--- src/rtl/mulx_pkg.sv ---
package mulx_pkg;
  typedef enum logic [2:0] {
    OP_MULS    = 3'd0,
    OP_MULU    = 3'd1,
    OP_XR_PUT  = 3'd2,
    OP_XR_GET  = 3'd3,
    OP_SAT_LO  = 3'd4,
    OP_SAT_HI  = 3'd5,
    OP_BITTEST = 3'd6,
    OP_NOP     = 3'd7
  } op_e;

  typedef enum logic [1:0] {
    IMM_NONE = 2'd0,
    IMM_B8   = 2'd1,
    IMM_B16  = 2'd2,
    IMM_B32  = 2'd3
  } imm_e;

  typedef struct packed {
    logic v;
    logic c;
    logic n;
    logic z;
  } flags_t;
endpackage

--- src/rtl/mulx_operand_sel.sv ---
module mulx_operand_sel #(
  parameter int DW = 32
) (
  input  logic [DW-1:0]   src_b,
  input  logic [1:0]      imm_sel,
  input  logic [DW/2-1:0] imm_hi,
  input  logic [DW/2-1:0] imm_lo,
  output logic [DW-1:0]   operand
);
  import mulx_pkg::*;
  localparam int HW = DW / 2;

  function automatic logic [DW-1:0] sext8(input logic [7:0] v);
    return {{(DW-8){v[7]}}, v};
  endfunction

  function automatic logic [DW-1:0] sext_half(input logic [HW-1:0] v);
    return {{(DW-HW){v[HW-1]}}, v};
  endfunction

  always_comb begin
    unique case (imm_e'(imm_sel))
      IMM_B8:  operand = sext8(imm_hi[7:0]);
      IMM_B16: operand = sext_half(imm_hi);
      IMM_B32: operand = {imm_hi, imm_lo};
      default: operand = src_b;
    endcase
  end
endmodule

--- src/rtl/mulx_multiplier.sv ---
module mulx_multiplier #(
  parameter int DW = 32
) (
  input  logic [DW-1:0]   mcand,
  input  logic [DW-1:0]   mplier,
  input  logic            is_signed,
  output logic [2*DW-1:0] product
);
  logic signed [DW:0]     a_ext;
  logic signed [DW:0]     b_ext;
  logic signed [2*DW+1:0] full;

  // One extra top bit per operand lets a single signed array serve both modes.
  always_comb begin
    a_ext   = $signed({is_signed & mcand[DW-1], mcand});
    b_ext   = $signed({is_signed & mplier[DW-1], mplier});
    full    = a_ext * b_ext;
    product = full[2*DW-1:0];
  end
endmodule

--- src/rtl/mulx_saturate.sv ---
module mulx_saturate #(
  parameter int DW = 32,
  parameter int SW = 16
) (
  input  logic [DW-1:0] din,
  output logic [DW-1:0] dout,
  output logic          clipped
);
  localparam logic [DW-1:0] SAT_MAX = {{(DW-SW+1){1'b0}}, {(SW-1){1'b1}}};
  localparam logic [DW-1:0] SAT_MIN = {{(DW-SW+1){1'b1}}, {(SW-1){1'b0}}};

  logic over_hi;
  logic under_lo;

  always_comb begin
    over_hi  = $signed(din) > $signed(SAT_MAX);
    under_lo = $signed(din) < $signed(SAT_MIN);
    clipped  = over_hi | under_lo;
    if (over_hi)       dout = SAT_MAX;
    else if (under_lo) dout = SAT_MIN;
    else               dout = din;
  end
endmodule

--- src/rtl/mulx_exec_unit.sv ---
module mulx_exec_unit #(
  parameter int DW       = 32,
  parameter int SAT_W_LO = 16,
  parameter int SAT_W_HI = 24
) (
  input  logic            clk,
  input  logic            rst_n,
  input  logic            op_valid,
  input  logic [2:0]      op_code,
  input  logic [DW-1:0]   src_a,
  input  logic [DW-1:0]   src_b,
  input  logic [1:0]      imm_sel,
  input  logic [DW/2-1:0] imm_hi,
  input  logic [DW/2-1:0] imm_lo,
  input  logic [3:0]      flags_in,
  output logic            dst_we,
  output logic [DW-1:0]   dst_data,
  output logic [DW-1:0]   xr_q,
  output logic [3:0]      flags_out
);
  import mulx_pkg::*;
  localparam int SHW   = $clog2(DW);
  localparam int N_SAT = 2;

  op_e             op;
  flags_t          f_in;
  flags_t          f_next;
  logic [DW-1:0]   operand;
  logic [2*DW-1:0] product;
  logic [DW-1:0]   sat_res [N_SAT];
  logic [N_SAT-1:0] sat_clip;
  logic            bit_hit;
  logic [DW-1:0]   dst_next;
  logic [DW-1:0]   xr_next;

  // Named events, observed by the bound checker.
  logic ev_mul, ev_xr_put, ev_xr_get, ev_sat, ev_bittest;
  logic ev_dst_wr, ev_xr_wr;

  assign op   = op_e'(op_code);
  assign f_in = flags_t'(flags_in);

  function automatic logic shifted_nonzero(input logic [DW-1:0] v,
                                           input logic [SHW-1:0] amt);
    return (v << amt) != '0;
  endfunction

  function automatic flags_t result_flags(input logic [DW-1:0] r);
    flags_t f;
    f.v = 1'b0;
    f.c = 1'b0;
    f.n = r[DW-1];
    f.z = (r == '0);
    return f;
  endfunction

  mulx_operand_sel #(.DW(DW)) u_opsel (
    .src_b   (src_b),
    .imm_sel (imm_sel),
    .imm_hi  (imm_hi),
    .imm_lo  (imm_lo),
    .operand (operand)
  );

  mulx_multiplier #(.DW(DW)) u_mul (
    .mcand     (src_a),
    .mplier    (operand),
    .is_signed (op == OP_MULS),
    .product   (product)
  );

  for (genvar gi = 0; gi < N_SAT; gi++) begin : g_sat
    localparam int SW = (gi == 0) ? SAT_W_LO : SAT_W_HI;
    mulx_saturate #(.DW(DW), .SW(SW)) u_sat (
      .din     (src_b),
      .dout    (sat_res[gi]),
      .clipped (sat_clip[gi])
    );
  end

  assign bit_hit = shifted_nonzero(src_b, src_a[SHW-1:0]);

  always_comb begin
    ev_mul     = op_valid && (op == OP_MULS || op == OP_MULU);
    ev_xr_put  = op_valid && (op == OP_XR_PUT);
    ev_xr_get  = op_valid && (op == OP_XR_GET);
    ev_sat     = op_valid && (op == OP_SAT_LO || op == OP_SAT_HI);
    ev_bittest = op_valid && (op == OP_BITTEST);
    ev_dst_wr  = ev_mul | ev_xr_get | ev_sat;
    ev_xr_wr   = ev_mul | ev_xr_put;
  end

  always_comb begin
    dst_next = '0;
    xr_next  = xr_q;
    f_next   = f_in;
    unique case (op)
      OP_MULS, OP_MULU: begin
        dst_next = product[DW-1:0];
        xr_next  = product[2*DW-1:DW];
        f_next   = result_flags(product[DW-1:0]);
      end
      OP_XR_PUT: xr_next = src_b;
      OP_XR_GET: begin
        dst_next = xr_q;
        f_next   = result_flags(xr_q);
      end
      OP_SAT_LO:  dst_next = sat_res[0];
      OP_SAT_HI:  dst_next = sat_res[1];
      OP_BITTEST: f_next.c = bit_hit;
      default: ;
    endcase
  end

  always_ff @(posedge clk) begin
    if (!rst_n) begin
      dst_we    <= 1'b0;
      dst_data  <= '0;
      xr_q      <= '0;
      flags_out <= '0;
    end else begin
      dst_we <= ev_dst_wr;
      if (ev_dst_wr) dst_data <= dst_next;
      if (ev_xr_wr)  xr_q     <= xr_next;
      if (op_valid)  flags_out <= f_next;
    end
  end
endmodule

--- config.mk ---
export PLATFORM = sky130hd
export DESIGN_NAME = mulx_exec_unit
export DESIGN_NICKNAME = d
export VERILOG_FILES = /design/src/rtl/mulx_pkg.sv /design/src/rtl/mulx_operand_sel.sv /design/src/rtl/mulx_multiplier.sv /design/src/rtl/mulx_saturate.sv /design/src/rtl/mulx_exec_unit.sv
export SDC_FILE = /design/constraint.sdc
export NUM_CORES = 2
export LEC_CHECK = 0
export ABC_AREA = 1
export BUFFER_PORTS_ARGS = -buffer_cell sky130_fd_sc_hd__buf_4
export CAP_MARGIN = 20
export CORE_MARGIN = 4
export CORE_UTILIZATION = 60
export CTS_BUF_LIST = sky130_fd_sc_hd__clkbuf_4 sky130_fd_sc_hd__clkbuf_8 sky130_fd_sc_hd__clkbuf_16
export CTS_CLUSTER_SIZE = 28
export DETAILED_ROUTE_END_ITERATION = 7
export PLACE_DENSITY = 0.78
export SLEW_MARGIN = 20
export SYNTH_ARGS = -nofsm -noshare
export SYNTH_HDL_FRONTEND = slang
export SYNTH_SLANG_ARGS = --single-unit
--- constraint.sdc ---
create_clock -name clk -period 26.6 [get_ports clk]
set_clock_uncertainty 0.1 [all_clocks]
set_input_delay 5.32 -clock clk [delete_from_list [all_inputs] [get_ports clk]]
set_output_delay 5.32 -clock clk [all_outputs]
set_load 0.01 [all_outputs]
# [Word-level counts from Yosys, hierarchy flattened]
# Index checks and enable logic that the tools add are counted.
[totals] reg_bits=69 out_inout_bits=69 wordCells=48
[classes] multipliers=1 n_lt_le_gt_ge=4 n_eq_ne=9 n_shift=1 muxes=10 n_bitwise=5 reduce_logical=14
[ops] op="two-way mux 32 bit" n=4
[ops] op="case mux 32 bit (4 select lines)" n=1
[ops] op="case mux 32 bit (3 select lines)" n=1
[ops] op="zero test 32 bit" n=2
[ops] op="multiplier 33 x 33 -> 64 bit" n=1
[ops] op="case mux 32 bit (2 select lines)" n=1
[ops] op="greater-than comparator 32 x 16 -> 1 bit, second input constant" n=1
[ops] op="greater-than comparator 32 x 24 -> 1 bit, second input constant" n=1
[ops] op="less-than comparator 32 x 16 -> 1 bit, second input constant" n=1
[ops] op="less-than comparator 32 x 24 -> 1 bit, second input constant" n=1
[ops] op="nonzero test 32 bit" n=1
[ops] op="<< shifter 32 x 5 -> 32 bit" n=1
[ops] op="equality test 3 bit, second input constant" n=3
[ops] op="equality test 3 x 2 -> 1 bit, second input constant" n=2
[ops] op="equality test 2 bit, second input constant" n=2
[ops] op="logical AND 1 bit" n=4
[ops] op="case mux 2 bit (2 select lines)" n=1
[ops] op="equality test 3 x 1 -> 1 bit, second input constant" n=1
[ops] op="zero test 3 bit" n=1
[ops] op="bitwise OR 1 bit" n=3
[ops] op="OR reduction 3 bit" n=1
[ops] op="bitwise AND 1 bit" n=2
[ops] op="equality test 2 x 1 -> 1 bit, second input constant" n=1
[ops] op="logical OR 1 bit" n=2
[ops] op="5 further kinds" n=5

# [Logic depth before layout (Yosys ltp)]
[logic_depth] word_depth=6 depth_mapped=40

# [By module]
# A second synthesis with hierarchy kept.
[unflattened] cells_unflattened=6127 area_unflattened_um2=46231.8
[by_module_without_submodules] mod="mulx_multiplier" n_inst=1 cells_per_inst=5139 area_each_um2=40328.7 seq_area_each_um2=0.0
[by_module_without_submodules] mod="mulx_exec_unit" n_inst=1 cells_per_inst=672 area_each_um2=4305.4 seq_area_each_um2=1381.3
[by_module_without_submodules] mod="mulx_operand_sel" n_inst=1 cells_per_inst=132 area_each_um2=715.7 seq_area_each_um2=0.0
[by_module_without_submodules] mod="mulx_saturate at g_sat[0].u_sat" n_inst=1 cells_per_inst=97 area_each_um2=483.0 seq_area_each_um2=0.0
[by_module_without_submodules] mod="mulx_saturate at g_sat[1].u_sat" n_inst=1 cells_per_inst=87 area_each_um2=399.1 seq_area_each_um2=0.0

# [Worst setup path before layout]
# Ideal clock, no wire load.
[synth_timing] kind="input to register" start="input imm_sel[1]" end="register xr_q[27]" setup_time_ns=0.134 arrival_ns=12.517 t_required_ns=26.366 slack_ns=13.849 stages=32 path_buffers=4 path_cell_list="buf_4 > nor2_4 > inv_2 > buf_4 > buf_4 > o22ai_1 > a21oi_2 > inv_1 > buf_2 > nor2_1 > fa_1 > fa_1 > fa_1 > fa_1 > inv_1 > fa_1 > fa_1 > fa_1 > fa_1 > inv_1 > ha_1 > nand2_1 > nor2_1 > inv_1 > nor2_1 > inv_1 > nor3_1 > o21ai_0 > nand3_1 > nor2_1 > o21ai_0 > a21oi_1"
[synth_via] elab_chain_len=5 elab_cells_between_ends=7 classes_between="mul: 1; eq/ne: 3; mux: 2; bitwise: 1"
[synth_lines] element="from (decl)" line="mulx_exec_unit.sv:12" text="input logic [1:0] imm_sel,"
[synth_lines] element="equality test 2 bit / equality test 2 x 1 -> 1 bit (equally long branches)" line="mulx_operand_sel.sv:22" text="unique case (imm_e'(imm_sel))"
[synth_lines] element="case mux 32 bit (3 select lines) (*)" line="mulx_operand_sel.sv:22"
[synth_lines] element="bitwise AND 1 bit" line="mulx_multiplier.sv:16" text="b_ext = $signed({is_signed & mplier[DW-1], mplier});"
[synth_lines] element="multiplier 33 x 33 -> 64 bit (*)" line="mulx_multiplier.sv:17" text="full = a_ext * b_ext;"
[synth_lines] element="case mux 32 bit (2 select lines) (*)" line="mulx_exec_unit.sv:97" text="unique case (op)"
[synth_lines] element="to (signal assigned)" line="mulx_exec_unit.sv:124" text="if (ev_xr_wr) xr_q <= xr_next;"
[synth_lines] element="to (decl)" line="mulx_exec_unit.sv:18" text="output logic [DW-1:0] xr_q,"
# Mark *: on every way between the ends. The rest lies on a longest branch, timed or not.
# A chain may end at the register's enable or synchronous reset.

# [Worst setup path after layout]
[layout_timing] start="input imm_sel[0]" end="register xr_q[10]"
# Same word-level chain as after synthesis.

==> impl_metrics.csv <==
group,metric,value,unit
global_route,grt_max_degree,66,
clock_tree,path_clk_slew,0.07,ns
critical_path,regToRegEndpoint,"flags_out[0]",
critical_path,path_class,"in -> reg",
die,die_y,279,um
clock_tree,clock_latency,0.35,ns
yosys,syn-num-nets,7070,
die,row_count,99,
hold_path,hold_path_class,"reg -> reg",
sta,finalSetupTns,0,ns
clock_tree,cts_buffers,9,
sta,drv_slew,0,
cells_and_area,drive_above_1_share,0.0624,
die,core-area,73000,sq um
sta,grt_setup_unrepaired,"no",
critical_path,crit_top_cell,"fa_1",
placed_design,place_congestion,1.09,
critical_path,slowest_delay,0.65,ns
yosys,async_reset_ff_frac,0,
die,die_w,279,um
cells_and_area,design_area,46300,sq um
global_route,grt-ovfl-total,0,
global_route,grt_pass1_vias,41600,
critical_path,critPathLaunch,"imm_sel[0]",
yosys,yosysSeqAreaShare,0.0313,
clock_tree,cts_root_buffer,"clkbuf_16",
sta,period_share,0.568,
hold_path,min_from,"dst_data[7]",
die,die-area,77900,sq um
yosys,synthFlopType,"dfxtp_1",
sta,worstMarginPinSlew,1.19,ns
placed_design,portBuffers,176,
global_route,antenna_found_initial,6,
sta,fmax,66.2,MHz
placed_design,placed_area,45900,sq um
die,io_pins,177,
routing,vias,39100,
clock_tree,post-cts-setup-buffers,0,
clock_tree,cts_tree,"done",
clock_tree,h-tree-depth,3,
routing,routed_wl,161000,um
cells_and_area,final_nets,7051,
sta,fin_crit,15.11,ns
yosys,synth_area,44100,sq um
critical_path,worst_path_max_delay_cell,"inv_1",
routing,drtPass1Iterations,6,
routing,drc,0,
hold_path,min_path_cells,2,
critical_path,worstPathRequired,26.77,ns
global_route,grt_usage,0.426,
yosys,yosys_register_bits,69,
clock_tree,postCtsHoldBufs,0,
placed_design,dp_hpwl,134000,um
routing,vias_per_cell,5.95,
global_route,grt_pass1_wl,249000,um
routing,wire_per_inst,24.5,um
run_status,status,"finished, final reports clean",
routing,drtIter0Drc,3969,
yosys,synth_edf_count,0,
sta,finalHoldViolCount,0,
yosys,syn_area_per_cell,7.84,sq um
routing,drtAntennaViolNets,0,
critical_path,ff2ff_setup_slack,24.98,ns
yosys,syn-instance-count,5623,
hold_path,hold_end,"dst_data[7]",
flow_run,maxCapViolCount,0,
clock_tree,clk_path_buf_depth,2,
clock_tree,cts_resized,0,
cells_and_area,final_cell_mix,"inv_1, fa_1, nand2_1",
yosys,yosysWarnings,0,
yosys,ys_types,57,
critical_path,arrival,15.28,ns
cells_and_area,area_growth,4.87,%
critical_path,r2r_cells,4,
sta,relSlewSlack,0.209,
die,floorplan.initialDensity,0.605,
sta,setup_viol,0,
critical_path,end_kind,"flip-flop",
critical_path,startpoint_type,"input pin",
clock_tree,cts_sinks,69,
cells_and_area,mostFrequentLayoutCell,"inv_1",
critical_path,r2r-start,"xr_q[15]",
critical_path,cp_max_fo,22,
[synthesized netlist by cell type, types with 2 or more instances]
cell / n / share of area
inv_1: 1391 / 0.12
fa_1: 1125 / 0.51
nand2_1: 1074 / 0.091
nor2_1: 673 / 0.057
ha_1: 214 / 0.061
a21oi_1: 212 / 0.024
o21ai_0: 192 / 0.022
clkbuf_1: 150 / 0.013
nand3_1: 101 / 0.011
buf_2: 74 / 0.0084
dfxtp_1: 69 / 0.031
inv_2: 34 / 0.0029
nand4_1: 30 / 0.0043
a31oi_1: 27 / 0.0038
nand2_2: 23 / 0.0033
o21ai_1: 21 / 0.0024
buf_1: 16 / 0.0014
o211ai_1: 14 / 0.0024
a211oi_1: 13 / 0.0022
clkinv_1: 13 / 0.0011
nor3_1: 13 / 0.0015
nor2_2: 12 / 0.0017
nand3b_1: 11 / 0.0019
o21ai_2: 11 / 0.0022
o22ai_1: 11 / 0.0016
xor2_1: 11 / 0.0022
a21oi_2: 9 / 0.0018
a221oi_1: 9 / 0.0018
nor4_1: 8 / 0.0011
buf_4: 6 / 0.0010
o2111ai_1: 6 / 0.0012
a21o_1: 5 / 0.00085
nand3_2: 5 / 0.0011
o21bai_1: 5 / 0.00085
xnor2_1: 4 / 0.00079
nor2_4: 3 / 0.00077
nor3_2: 3 / 0.00068
o221a_2: 3 / 0.00077
a21boi_0: 2 / 0.00034
a41oi_1: 2 / 0.00040
o21a_1: 2 / 0.00034
[layer usage]
metal,GRT usage,part of all wire,up-vias
li1,-,-,16300
met1,0.541,0.36,19600
met2,0.656,0.44,2517
met3,0.127,0.12,663
met4,0.242,0.075,8
met5,0,0.00035,-
[metrics by stage]
stage | utilization | setup slack, ns | hold slack [ns] | cells
after floorplan | - | 13.85 | 0.390 | 5623
after global placement | 0.629 | 11.33 | 0.360 | 6551
after detailed placement | 0.629 | 11.38 | 0.363 | 6551
after CTS | 0.634 | 11.70 | 0.373 | 6567
after global routing | 0.634 | 11.12 | 0.411 | 6568
final | 0.634 | 11.49 | 0.374 | 6569
[sequential cells by signal, summed over array words and instances, names as in the netlist]
| signal | count |
|---|---|
| dst_we | 1 |
| flags_out | 4 |
| dst_data | 32 |
| xr_q | 32 |
[critical path: cells and delay by family]
family                   cells  cell delay, ns
AO/OA/AOI/OAI                3            0.57
XOR/XNOR                     1            0.31
adder cells (fa/ha/maj)      9            4.64
buffers and inverters        7            1.81
AND/OR/NAND/NOR              9            2.61
[kinds of logic (layout without fill, tap and decap cells)]
logic type	Yosys count	after routing	share of synthesized area
flops	69	69	0.0313
simple gates	1966	1966	0.178
other cells	0	1	0
compound gates	548	548	0.0696
xor+xnor	15	15	0.00298
mux	1	1	0.000227
buf+inv	1685	1671	0.146
fa+ha+maj	1339	1339	0.571
[area by class of cell]
| cell class | instances | area [sq um] |
|---|---|---|
| sequential | 69 | 1380 |
| tap | 959 | 1200 |
| clock inverter | 7 | 82.6 |
| fill | 6410 | 26700 |
| inverter | 1438 | 5400 |
| multi-input combinational | 3869 | 36300 |
| clock buffer | 9 | 225 |
| timing repair buffer | 217 | 1640 |
| antenna | 1 | 2.50 |
[worst max path at each step]
stage                           to  slack [ns]
after CTS                 xr_q[10]       11.70
after detailed placement  xr_q[10]       11.38
after global placement    xr_q[22]       11.33
final                     xr_q[10]       11.49
after floorplan           xr_q[27]       13.85
after global routing      xr_q[10]       11.12
Power is not shown: default switching activity piles up to over one toggle a cycle in this logic, so the estimate is an artifact.
